### src/rtl/i2cr_pkg.sv
package i2cr_pkg;

  typedef enum logic [2:0] {
    ST_IDLE, ST_ADDR, ST_PTR, ST_WR, ST_ACK, ST_RD, ST_MACK
  } i2cr_st_e;

  // Calibration content: a small affine sequence, zero past the depth.
  function automatic logic [7:0] cal_rom_byte(input logic [3:0] idx, input int depth);
    logic [7:0] v;
    v = 8'(({4'd0, idx} * 8'd37) + 8'd27);
    return (int'(idx) < depth) ? v : 8'h00;
  endfunction

endpackage

### src/rtl/i2cr_sync.sv
module i2cr_sync (
  input  logic clk,
  input  logic rst_n,
  input  logic scl_in,
  input  logic sda_in,
  output logic scl_hi,
  output logic sda_hi,
  output logic scl_rise,
  output logic scl_fall,
  output logic start_ev,
  output logic stop_ev
);
  logic [1:0] scl_m, sda_m;
  logic       scl_q, sda_q;

  always_ff @(posedge clk or negedge rst_n) begin
    if (!rst_n) begin
      scl_m <= 2'b11;
      sda_m <= 2'b11;
      scl_q <= 1'b1;
      sda_q <= 1'b1;
    end else begin
      scl_m <= {scl_m[0], scl_in};
      sda_m <= {sda_m[0], sda_in};
      scl_q <= scl_m[1];
      sda_q <= sda_m[1];
    end
  end

  assign scl_hi   = scl_m[1];
  assign sda_hi   = sda_m[1];
  assign scl_rise = scl_m[1] & ~scl_q;
  assign scl_fall = ~scl_m[1] & scl_q;
  assign start_ev = scl_m[1] & scl_q & sda_q & ~sda_m[1];
  assign stop_ev  = scl_m[1] & scl_q & ~sda_q & sda_m[1];

endmodule

### src/rtl/i2cr_regbank.sv
module i2cr_regbank #(
  parameter int NUM_RW     = 16,
  parameter int ROM_DEPTH  = 13,
  parameter int ROMSEL_IDX = 14
) (
  input  logic                clk,
  input  logic                rst_n,
  input  logic                wr_en,
  input  logic [7:0]          wr_addr,
  input  logic [7:0]          wr_data,
  input  logic [7:0]          rd_addr,
  input  logic [7:0]          vco_stat,
  input  logic [7:0]          gen_stat,
  output logic [7:0]          rd_data,
  output logic [NUM_RW*8-1:0] reg_flat
);
  import i2cr_pkg::*;

  localparam int IW       = $clog2(NUM_RW);
  localparam int ADDR_ROM = NUM_RW;
  localparam int ADDR_VCO = NUM_RW + 1;
  localparam int ADDR_GEN = NUM_RW + 2;

  logic [7:0] regs [NUM_RW];
  logic [7:0] rom_tab [16];
  logic [7:0] rom_q;
  logic [3:0] sel;

  for (genvar i = 0; i < 16; i++) begin : g_rom
    assign rom_tab[i] = cal_rom_byte(4'(i), ROM_DEPTH);
  end

  for (genvar r = 0; r < NUM_RW; r++) begin : g_flat
    assign reg_flat[8*r +: 8] = regs[r];
  end

  assign sel = regs[ROMSEL_IDX][3:0];

  always_ff @(posedge clk or negedge rst_n) begin
    if (!rst_n) begin
      for (int r = 0; r < NUM_RW; r++) regs[r] <= 8'h00;
      rom_q <= cal_rom_byte(4'd0, ROM_DEPTH);
    end else begin
      if (wr_en && (wr_addr < 8'(NUM_RW))) regs[wr_addr[IW-1:0]] <= wr_data;
      rom_q <= rom_tab[sel];
    end
  end

  always_comb begin
    rd_data = 8'h00;
    if (rd_addr < 8'(NUM_RW))        rd_data = regs[rd_addr[IW-1:0]];
    else if (rd_addr == 8'(ADDR_ROM)) rd_data = rom_q;
    else if (rd_addr == 8'(ADDR_VCO)) rd_data = vco_stat;
    else if (rd_addr == 8'(ADDR_GEN)) rd_data = gen_stat;
  end

  assert_rw_store_R5: assert property (@(posedge clk) disable iff (!rst_n)
    (wr_en && (wr_addr < 8'(NUM_RW))) |=> (regs[$past(wr_addr[IW-1:0])] == $past(wr_data)));

  assert_rom_hold_R6: assert property (@(posedge clk) disable iff (!rst_n)
    $stable(sel) |=> $stable(rom_q));

endmodule

### src/rtl/i2cr_slave.sv
module i2cr_slave #(
  parameter logic [6:0] BASE_ADDR  = 7'h30,
  parameter int         NUM_RW     = 16,
  parameter int         ROM_DEPTH  = 13,
  parameter int         ROMSEL_IDX = 14
) (
  input  logic                clk,
  input  logic                rst_n,
  input  logic                scl_in,
  input  logic                sda_in,
  input  logic [1:0]          strap_lvl,
  input  logic [7:0]          vco_stat,
  input  logic [7:0]          gen_stat,
  output logic                sda_pull,
  output logic [NUM_RW*8-1:0] reg_flat
);
  import i2cr_pkg::*;

  logic scl_hi, sda_hi, scl_rise, scl_fall, start_ev, stop_ev;
  i2cr_st_e   st, nxt;
  logic [3:0] cnt;
  logic [7:0] sh, ptr, rd_data;
  logic       nack;
  logic [6:0] my_addr;
  logic       wr_en;

  i2cr_sync u_sync (
    .clk(clk), .rst_n(rst_n), .scl_in(scl_in), .sda_in(sda_in),
    .scl_hi(scl_hi), .sda_hi(sda_hi), .scl_rise(scl_rise), .scl_fall(scl_fall),
    .start_ev(start_ev), .stop_ev(stop_ev)
  );

  i2cr_regbank #(.NUM_RW(NUM_RW), .ROM_DEPTH(ROM_DEPTH), .ROMSEL_IDX(ROMSEL_IDX)) u_bank (
    .clk(clk), .rst_n(rst_n), .wr_en(wr_en), .wr_addr(ptr), .wr_data(sh),
    .rd_addr(ptr), .vco_stat(vco_stat), .gen_stat(gen_stat),
    .rd_data(rd_data), .reg_flat(reg_flat)
  );

  always_comb begin
    case (strap_lvl)
      2'b00:   my_addr = BASE_ADDR;
      2'b01:   my_addr = BASE_ADDR | 7'd1;
      default: my_addr = BASE_ADDR | 7'd2;
    endcase
  end

  assign wr_en = (st == ST_WR) && scl_fall && (cnt == 4'd8) && !start_ev && !stop_ev;

  always_ff @(posedge clk or negedge rst_n) begin
    if (!rst_n) begin
      st <= ST_IDLE; nxt <= ST_IDLE; cnt <= '0; sh <= '0;
      ptr <= '0; nack <= 1'b0; sda_pull <= 1'b0;
    end else if (start_ev) begin
      st <= ST_ADDR; cnt <= '0; sda_pull <= 1'b0;
    end else if (stop_ev) begin
      st <= ST_IDLE; sda_pull <= 1'b0;
    end else begin
      case (st)
        ST_ADDR, ST_PTR, ST_WR: begin
          if (scl_rise) begin
            sh  <= {sh[6:0], sda_hi};
            cnt <= cnt + 4'd1;
          end else if (scl_fall && cnt == 4'd8) begin
            cnt <= '0;
            if (st == ST_ADDR) begin
              if (sh[7:1] == my_addr) begin
                sda_pull <= 1'b1; st <= ST_ACK;
                nxt <= sh[0] ? ST_RD : ST_PTR;
              end else begin
                st <= ST_IDLE;
              end
            end else begin
              if (st == ST_PTR) ptr <= sh;
              else              ptr <= ptr + 8'd1;
              sda_pull <= 1'b1; st <= ST_ACK; nxt <= ST_WR;
            end
          end
        end
        ST_ACK: if (scl_fall) begin
          st <= nxt; cnt <= '0;
          if (nxt == ST_RD) begin
            sh <= rd_data; sda_pull <= ~rd_data[7];
          end else begin
            sda_pull <= 1'b0;
          end
        end
        ST_RD: begin
          if (scl_rise) cnt <= cnt + 4'd1;
          else if (scl_fall) begin
            if (cnt == 4'd8) begin
              sda_pull <= 1'b0; st <= ST_MACK; ptr <= ptr + 8'd1;
            end else begin
              sh <= {sh[6:0], 1'b0}; sda_pull <= ~sh[6];
            end
          end
        end
        ST_MACK: begin
          if (scl_rise) nack <= sda_hi;
          else if (scl_fall) begin
            if (nack) st <= ST_IDLE;
            else begin
              sh <= rd_data; sda_pull <= ~rd_data[7]; st <= ST_RD; cnt <= '0;
            end
          end
        end
        default: ;
      endcase
    end
  end

  assert_idle_quiet_R1: assert property (@(posedge clk) disable iff (!rst_n)
    (st == ST_IDLE) |-> !sda_pull);

  assert_pull_on_low_R4: assert property (@(posedge clk) disable iff (!rst_n)
    $rose(sda_pull) |-> !scl_hi);

  assert_ptr_step_R3: assert property (@(posedge clk) disable iff (!rst_n)
    wr_en |=> (ptr == $past(ptr) + 8'd1));

  assert_start_rearm_R2: assert property (@(posedge clk) disable iff (!rst_n)
    start_ev |=> (st == ST_ADDR && !sda_pull));

endmodule

### config.mk
export PLATFORM = sky130hd
export DESIGN_NAME = i2cr_slave
export DESIGN_NICKNAME = d
export VERILOG_FILES = /design/src/rtl/i2cr_pkg.sv /design/src/rtl/i2cr_sync.sv /design/src/rtl/i2cr_regbank.sv /design/src/rtl/i2cr_slave.sv
export SDC_FILE = /design/constraint.sdc
export NUM_CORES = 1
export LEC_CHECK = 0
export ABC_AREA = 1
export CAP_MARGIN = 20
export CORE_MARGIN = 1
export CORE_UTILIZATION = 40
export CTS_CLUSTER_SIZE = 28
export DETAILED_ROUTE_END_ITERATION = 16
export HOLD_SLACK_MARGIN = 0.03
export PLACE_DENSITY = 0.65
export SLEW_MARGIN = 20
export SYNTH_ARGS = -nofsm -noshare
export SYNTH_HDL_FRONTEND = slang
export SYNTH_SLANG_ARGS = --single-unit
### constraint.sdc
create_clock -name clk -period 3.94 [get_ports clk]
set_clock_uncertainty 0.1 [all_clocks]
set_input_delay 0.788 -clock clk [delete_from_list [all_inputs] [get_ports clk]]
set_output_delay 0.788 -clock clk [all_outputs]
set_load 0.005 [all_outputs]
==> flow_summary_export.csv, run 1 <==
group,metric,value,unit
placement,pre_cts_ws,1220,ps
finish,fin_nets,1328,
yosys,ys_async_sr_fraction,1.00,
floorplan,ios,151,
pwr,leakagePower,4.92,nW
clocking,cts-root-buf,"clkbuf_16",
floorplan,design.core.area,21800,sq um
clocking,clk_pin_slew_worst_paths,70,ps
critical_path,r2r_cells,10,
global_routing,grt_usage,0.253,
route,detail_route.iter0.violations,657,
yosys,ys_types,39,
route,wl,27.8,mm
clocking,cts_buffers,17,
critical_path,start_kind,"flip-flop",
timing,slew_headroom,0.313,
timing,slew_viol_final,0,
critical_path,rr_endpoint,"sh[3]",
yosys,ys_top_cells_by_count,"425 x nand2_1, 160 x dfrtp_1, 131 x o21ai_0",
critical_path,cp_max_fo,20,
pwr,ir_worst_vdd,0.000404,V
placement,hpwl,19.0,mm
timing,period_share,0.710,
pwr,power_density,417,nW/um^2
yosys,synth_fp_nets,1202,
critical_path,critPathArrivalTime,3050,ps
route,vias,8329,
floorplan,die_height,151,microns
timing,finalWorstPathRequiredPeriod,2800,ps
pwr,swShare,0.349,
placement,place_congestion,0.889,
route,avgRoutedWirePerCell,17.5,microns
yosys,synth.largest_area_cell,"dfrtp_1",
finish,antenna_cells,0,
pwr,switching_power,0.00162,W
critical_path,r2r_start,"ptr[1]",
pwr,combPwrFrac,0.220,
placement,io_buffer_count,150,
floorplan,row_count,54,
finish,final_layout_size_suffix_gt1_frac,0.0621,
yosys,seq_area_frac_synth,0.483,
critical_path,crit_required,4190,ps
clocking,insertion_delay,440,ps
min_path,hold_end,"u_sync.sda_m[1]",
yosys,synth_enable_flop_cells,0,
route,drc_errors,0,
yosys,synth_top_area_frac,0.453,
min_path,whs_path_depth,0,
yosys,synth_warnings,0,
run_status,status,"finished, final reports clean",
yosys,syn_inst,1167,
yosys,avgSynthCellArea,7.57,sq um
timing,hold_viol,0,
job,timing.max_cap.violations,0,
global_routing,antenna_found_initial,0,
finish,area_delta_synth_final,25.6,%
yosys,syn_area,8840,sq um
route,vias_per_cell,5.25,
timing,fmax,0.357,GHz
clocking,cts_tree,"done",
route,first_pass_iters,5,
pwr,seq_power_share,0.414,
clocking,htree_levels,4,
clocking,cts_setup_buffers,0,
timing,setup_viol,0,
timing,worst_slew_pin_slew,1030,ps
critical_path,end_kind,"flip-flop",
global_routing,grt_max_degree,103,
floorplan,start_util,0.406,
global_routing,overflow,0,
timing,fin_setup_tns,0,ps
clocking,cts_hold_buf,0,
floorplan,dieArea,22700,sq um
global_routing,grt_pass1_vias,7672,
min_path,hp-class,"reg -> reg",
finish,utilization,0.510,
critical_path,path_class,"reg -> reg",
min_path,holdCritStartpoint,"u_sync.sda_m[0]",
critical_path,r2r_slack,1140,ps
yosys,ys_ff_latch,170,
global_routing,grt_pass1_wl,43.3,mm
finish,fill_cells,2112,
clocking,ctsLongestPathBuffers,2,
floorplan,die_width,151,microns
yosys,ys_top_cells_by_area,"dfrtp_1 45%, nand2_1 18%, o21ai_0 7.4%, nand3_1 6.1%, inv_1 3.1%",
yosys,yosys_most_used_dff,"dfrtp_1",
clocking,clock_sinks,170,
pwr,p_int,0.00302,W
pwr,clkPwrFrac,0.366,
timing,rsz0062_at_grt,"no",
clocking,ctsResizeCount,0,
yosys,synth_most_common_cell,"nand2_1",
timing,fin_ws,1140,ps
route,ant_nets,0,
[worst max-delay path: stages (launching register included)]
cell,delay [ps]
dfrtp_1,670
inv_2,320
ha_1,410
nand2_1,100
nor2_1,450
inv_1,160
nand2_1,100
nand3_1,90
nand2_1,80
nand3_1,70
a21oi_1,160
[layout by cell type (no fill, tap or decap), types with 2 or more instances in the layout]
cell             Yosys  routed
nand4_1              2       2
inv_1               74      73
nand3_1            108     108
nor2_4               2       2
nand3_4              8       8
inv_6                0       2
ha_1                13      13
clkinvlp_4           0       3
dfstp_2             10      10
nor2_1              60      60
o21ai_0            131     131
inv_2                6       7
buf_4                1      11
clkbuf_16            0      17
clkinv_1             5       5
nor2_2               2       2
o21ai_1             42      42
a21oi_1             39      39
dfrtp_1            160     159
o21a_1               2       2
a211oi_1             2       2
bufinv_16            0       2
nand2_4              3       3
clkdlybuf4s50_1      0     149
clkinv_2             0       2
o22ai_1              2       2
nand2_1            425     425
clkinv_4             0       4
nor3_1               3       3
xor2_1               2       2
[power groups by stage]
stage	Clock [W]	Combinational (W)	Sequential (W)
floorplan	0	0.000627	0.00192
detailed placement	0	0.00101	0.00194
global placement	0	0.000995	0.00194
CTS	0.00171	0.00101	0.00191
finish	0.00170	0.00102	0.00192
global route	0.00177	0.00112	0.00192
[kinds of logic (layout without fill, tap and decap cells)]
| logic type | count (synthesis) | after routing | share of synthesized area |
|---|---|---|---|
| adders and majority gates | 13 | 13 | 0.0184 |
| buffers and inverters | 140 | 278 | 0.0678 |
| DFF | 170 | 170 | 0.483 |
| and+or+nand+nor | 619 | 619 | 0.300 |
| xor gates and xnor gates | 2 | 2 | 0.00198 |
| AOI/OAI and AO/OA | 223 | 223 | 0.129 |
[worst max path at each step]
stage,startpoint,end,slack (ps),cells past startpoint
after floorplan,ptr[1],sda_pull,1490,13
after global placement,ptr[1],sh[3],1250,10
after detailed placement,ptr[1],sh[3],1220,10
after CTS,ptr[1],sh[3],1190,10
after global routing,ptr[1],sh[3],870,10
final,ptr[1],sh[3],1140,10
[sequential cells by signal, indices dropped and copies added (netlist names)]
name and count:
u_bank.rom_q 8, nack 1, ptr 8, sh 8
cnt 4, u_sync.scl_m 2, nxt 3, st 3
u_bank.reg_flat 128, u_sync.sda_q 1, u_sync.scl_q 1, u_sync.sda_m 2
sda_pull 1
[per-stage QoR]
step / power, W / instance area, sq um / cells / hold slack (ps)
floorplan: 0.00255 / 8840 / 1167 / 245
global placement: 0.00294 / 10500 / 1553 / 248
detailed placement: 0.00295 / 10500 / 1553 / 248
CTS: 0.00463 / 11100 / 1584 / 253
global route: 0.00482 / 11100 / 1585 / 256
finish: 0.00463 / 11100 / 1585 / 252
[metal layers]
layer / GRT usage / vias up / share of wire
met5: 0 / - / 0
met4: 0.0875 / 0 / 0.023
met3: 0.0364 / 41 / 0.065
met2: 0.394 / 320 / 0.46
met1: 0.358 / 3941 / 0.45
li1: - / 4027 / -
[layout make-up]
type / instances / area (sq um) / area share
Clock buffer: 18 / 439 / 0.0396
Clock inverter: 13 / 145 / 0.0131
Inverter: 85 / 319 / 0.0287
Multi-Input combinational cell: 857 / 3970 / 0.358
Sequential cell: 170 / 4270 / 0.385
Tap cell: 280 / 350 / 0.0316
Timing Repair Buffer: 162 / 1610 / 0.145
(Power assumes the default switching activity.)
==> inputs of run 2 (changes only) <==
==> constraint.sdc (replaced) <==
create_clock -name clk -period 2.77 [get_ports clk]
set_clock_uncertainty 0.1 [all_clocks]
set_input_delay 0.554 -clock clk [delete_from_list [all_inputs] [get_ports clk]]
set_output_delay 0.554 -clock clk [all_outputs]
set_load 0.005 [all_outputs]
==> flow_summary_export.csv, run 2 (synthesized netlist as in run 1, its figures left out) <==
group,metric,value,unit
finish,final_cell_mix,"425 x nand2_1, 159 x dfrtp_1, 149 x clkdlybuf4s50_1",
timing,fmax,0.436,GHz
clocking,cts_tree,"done",
route,drc_errors,0,
job,timing.max_cap.violations,0,
timing,slew_headroom,0.414,
clocking,htree_levels,4,
timing,hold_ws,26.6,ps
placement,io_buffer_count,150,
timing,worst_slew_pin_slew,878,ps
floorplan,row_count,54,
timing,finalWorstPathRequiredPeriod,2290,ps
pwr,leakagePower,5.03,nW
global_routing,grt_pass1_wl,42.9,mm
timing,period_share,0.828,
critical_path,cpPeakStageDelay,460,ps
critical_path,path_delay_family,"simple AND/OR/NAND/NOR gates",
clocking,ctsLongestPathBuffers,2,
placement,place_congestion,0.899,
timing,setup_viol,0,
placement,pre_cts_ws,489,ps
clocking,cts-root-buf,"clkbuf_16",
floorplan,design.core.area,21800,sq um
critical_path,r2r_slack,480,ps
floorplan,dieArea,22700,sq um
critical_path,end_kind,"flip-flop",
placement,hpwl,19.1,mm
route,avgRoutedWirePerCell,16.9,microns
pwr,power_density,586,nW/um^2
critical_path,crit_path_end,"u_bank.reg_flat[100]",
timing,fin_ws,476,ps
floorplan,die_width,151,microns
floorplan,die_height,151,microns
critical_path,r2r_cells,7,
timing,rsz0062_at_grt,"no",
route,wl,27.1,mm
clocking,ctsResizeCount,0,
global_routing,grt_max_degree,69,
timing,hold_viol,0,
route,vias,8320,
global_routing,grt_pass1_vias,7893,
route,detail_route.iter0.violations,673,
floorplan,start_util,0.406,
floorplan,ios,151,
global_routing,grt_usage,0.250,
finish,utilization,0.518,
critical_path,cp_max_fo,16,
clocking,cts_hold_buf,0,
critical_path,r2r_start,"cnt[0]",
critical_path,cp.buffers_inverters,2,
finish,final_layout_size_suffix_gt1_frac,0.0762,
global_routing,overflow,0,
critical_path,crit_required,3010,ps
clocking,clock_sinks,170,
finish,largest_reg_flops,128,
critical_path,cp_num_cells,7,
clocking,cts_setup_buffers,0,
finish,fin_nets,1347,
clocking,cts_buffers,17,
pwr,ir_worst_vdd,0.000326,V
timing,fin_setup_tns,0,ps
run_status,status,"finished, final reports clean",
critical_path,slowest_stage,"nand3_1",
finish,antenna_cells,0,
finish,layout_commonest_cell,"nand2_1",
clocking,insertion_delay,440,ps
critical_path,path_cells,"inv_1 -> ha_1 -> nand3b_1 -> nor3_4 -> buf_4 -> nand3_1 -> o21ai_0",
route,vias_per_cell,5.18,
clocking,clk_pin_slew_worst_paths,70,ps
critical_path,path_class,"reg -> reg",
finish,area_delta_synth_final,27.6,%
route,first_pass_iters,5,
critical_path,cp-startpoint,"cnt[0]",
route,ant_nets,0,
global_routing,antenna_found_initial,0,
critical_path,start_kind,"flip-flop",
min_path,hp-class,"in -> async",
critical_path,rr_endpoint,"u_bank.reg_flat[100]",
timing,slew_viol_final,0,
critical_path,critPathArrivalTime,2530,ps
run 2: cell types whose count changed in the layout (fill, tap and decap cells not counted), sizes merged:
cell / change
buf: +19
clkinv: -2
clkinvlp: -2
bufinv: -2
inv: +7
run 2: through the flow:
step / cells / total power [W] / instance area, sq um
4_1_cts: 1605 / 0.00665 / 11300
6_report: 1605 / 0.00661 / 11300
3_5_place_dp: 1573 / 0.00429 / 10700
3_3_place_gp: 1573 / 0.00428 / 10700
5_1_grt: 1605 / 0.00690 / 11300
2_1_floorplan: 1167 / 0.00362 / 8840
run 2: metal layers:
layer,global-route usage,part of all wire
met3,0.0452,0.061
met2,0.393,0.46
met5,0,0
met1,0.343,0.45
met4,0.0950,0.028
run 2: cell type report:
cell class	count	area [sq um]
clock inverters	14	144
repair buffers	181	1790
flip-flops and latches	170	4270
multi-input cells	857	3970
inverters	85	319
fillers	2101	10500
well taps	280	350
clock buffers	18	439
run 2: power breakdown:
group | total (W) | internal (W) | switching, W
clock | 0.00237 | 0.00123 | 0.00114
sequential | 0.00272 | 0.00260 | 0.000118
combinational | 0.00152 | 0.000402 | 0.00112
total | 0.00661 | 0.00423 | 0.00238
run 2: worst reg2reg max path, cell delays in order (launching register included):
cell      delay (ps)
dfrtp_1          400
inv_1            100
ha_1             180
nand3b_1         140
nor3_4           200
buf_4            290
nand3_1          470
o21ai_0          320
run 2: how the worst min path moves through the flow:
stage                         start         endpoint  slack [ps]  cells after the start
floorplan                     rst_n           cnt[0]         160                      0
detailed placement  u_sync.sda_m[0]  u_sync.sda_m[1]         250                      0
CTS                           rst_n            st[0]          40                      1
global placement    u_sync.sda_m[0]  u_sync.sda_m[1]         250                      0
finish                        rst_n            st[0]          30                      1
global route                  rst_n            st[0]          80                      1
==> inputs of run 3 (changes only) <==
--- a/config.mk
+++ b/config.mk
@@ -12,7 +12,7 @@
 export CTS_CLUSTER_SIZE = 28
 export DETAILED_ROUTE_END_ITERATION = 16
 export HOLD_SLACK_MARGIN = 0.03
-export PLACE_DENSITY = 0.65
+export PLACE_DENSITY = 0.67
 export SLEW_MARGIN = 20
 export SYNTH_ARGS = -nofsm -noshare
 export SYNTH_HDL_FRONTEND = slang
==> constraint.sdc (replaced) <==
create_clock -name clk -period 2.1 [get_ports clk]
set_clock_uncertainty 0.1 [all_clocks]
set_input_delay 0.42 -clock clk [delete_from_list [all_inputs] [get_ports clk]]
set_output_delay 0.42 -clock clk [all_outputs]
set_load 0.005 [all_outputs]
==> flow_summary_export.csv, run 3 (synthesized netlist as in run 1, its figures left out) <==
group,metric,value,unit
run_status,status,"finished, final reports clean",
floorplan,design.core.area,21800,sq um
finish,multi_input_comb_area,4030,sq um
floorplan,die_width,151,microns
clocking,cts-root-buf,"clkbuf_16",
route,wl,27.8,mm
floorplan,dieArea,22700,sq um
critical_path,end_kind,"flip-flop",
floorplan,row_count,54,
placement,pre_cts_ws,89.6,ps
critical_path,path_delay_family,"simple AND/OR/NAND/NOR gates",
timing,slew_viol_final,0,
finish,regArea,4270,sq um
finish,antenna_cells,0,
finish,fin_cells,1629,
global_routing,antenna_found_initial,0,
timing,worst_slew_pin_slew,492,ps
timing,fin_setup_tns,0,ps
global_routing,grt_usage,0.257,
critical_path,cp_max_fo,24,
finish,largest_reg_flops,128,
global_routing,met3_usage,0.0364,
placement,place_congestion,0.911,
route,drc_errors,0,
global_routing,grt_use_met2,0.416,
pwr,ir_worst_vdd,0.000517,V
clocking,clock_sinks,170,
route,first_pass_iters,5,
job,timing.max_cap.violations,0,
min_path,hp-class,"reg -> reg",
critical_path,crit_required,2360,ps
global_routing,top_usage_layer,"met2",
critical_path,cp.buffers_inverters,2,
clocking,htree_levels,4,
clocking,clk_pin_slew_worst_paths,70,ps
floorplan,ios,151,
floorplan,start_util,0.406,
clocking,ctsLongestPathBuffers,2,
pwr,power_density,764,nW/um^2
critical_path,cpPeakStageDelay,440,ps
timing,hold_ws,258,ps
critical_path,critPathArrivalTime,2250,ps
critical_path,start_kind,"flip-flop",
global_routing,overflow,0,
timing,slew_headroom,0.672,
finish,layout_commonest_cell,"nand2_1",
timing,setup_viol,0,
timing,fmax,0.501,GHz
placement,dp.cells,1589,
timing,fin_ws,105,ps
finish,final_layout_size_suffix_gt1_frac,0.102,
global_routing,grt_pass1_wl,44.1,mm
pwr,leakagePower,5.16,nW
route,avgRoutedWirePerCell,17.1,microns
route,vias_per_cell,5.20,
critical_path,path_class,"reg -> reg",
route,ant_nets,0,
timing,hold_viol,0,
clocking,cts_tree,"done",
clocking,cts_buffers,17,
floorplan,die_height,151,microns
critical_path,cp_common_cell,"nand2_1",
timing,period_share,0.950,
global_routing,met1_usage,0.350,
pwr,power,0.00884,W
route,detail_route.iter0.violations,633,
clocking,insertion_delay,430,ps
critical_path,slowest_stage,"dfrtp_2",
critical_path,path_cells,"inv_2 -> buf_12 -> nand2_1 -> nand3_1 -> nand2_1 -> nand2_1 -> nand3_1 -> o21ai_0 -> nand2_1 -> a21oi_1",
finish,fill_cells,2063,
route,vias,8466,
finish,fin_nets,1372,
finish,final_cell_mix,"424 x nand2_1, 157 x dfrtp_1, 149 x clkdlybuf4s50_1",
timing,finalWorstPathRequiredPeriod,1990,ps
global_routing,grt_pass1_vias,8085,
global_routing,grt_max_degree,48,
placement,hpwl,19.3,mm
finish,area_delta_synth_final,31.0,%
placement,io_buffer_count,150,
run 3: cell types whose count changed in the layout (fill, tap and decap cells not counted), moves of 2 or more:
cell | previous run | this run
clkinvlp_4 | 1 | 4
clkinv_4 | 3 | 1
nor2_1 | 60 | 53
o21ai_0 | 131 | 128
o21ai_1 | 42 | 45
nor2_2 | 2 | 8
buf_4 | 27 | 45
dfrtp_2 | 1 | 3
inv_8 | 6 | 0
buf_12 | 4 | 9
clkinv_2 | 0 | 2
dfrtp_1 | 159 | 157
run 3: report_power, final:
part | switching (W) | internal [W] | leakage, nW
logic | 0.00154 | 0.000630 | 2.59
registers | 0.000177 | 0.00343 | 2.30
clock network | 0.00136 | 0.00170 | 0.269
total | 0.00308 | 0.00576 | 5.16
run 3: what timing repair did:
item,in CTS,in global routing
hold buffers,1,0
endpoints found under the setup margin,0,56
gates resized for setup,0,16
hold endpoints to repair,14,0
buffers inserted,0,8
run 3: metal layers:
metal / routed length [microns] / vias to the layer above
li1: - / 4120
met1: 12400 / 3999
met2: 13200 / 297
met3: 1560 / 50
met4: 700 / 0
met5: 0 / -
run 3: per-stage QoR:
step,area (sq um),utilization
after floorplan,8880,-
final,11600,0.532
after global routing,11600,0.532
after detailed placement,10900,0.500
after CTS,11500,0.526
after global placement,10900,0.500
run 3: area by class of cell:
type,instances,area share
multi-input cells,857,0.348
well taps,280,0.0303
repair buffers,206,0.176
clock buffers,19,0.0391
clock inverters,12,0.00983
inverters,85,0.0278
flip-flops and latches,170,0.369
run 3: worst reg2reg max path, cell delays in order, from the launching register on:
cell,delay [ps]
dfrtp_2,440
inv_2,200
buf_12,200
nand2_1,70
nand3_1,70
nand2_1,70
nand2_1,100
nand3_1,140
o21ai_0,280
nand2_1,120
a21oi_1,130
run 3: final timing paths:
check                                 from              end  slack, ps  cells past startpoint
min in group asynchronous            rst_n             nack        330                      2
hold reg to reg            u_sync.scl_m[0]  u_sync.scl_m[1]        260                      0
setup reg to reg                    ptr[0]            sh[1]        110                     10
setup / recovery                    ptr[0]            sh[1]        110                     10
hold / removal             u_sync.scl_m[0]  u_sync.scl_m[1]        260                      0
max in group asynchronous            rst_n  u_bank.rom_q[0]        890                      3
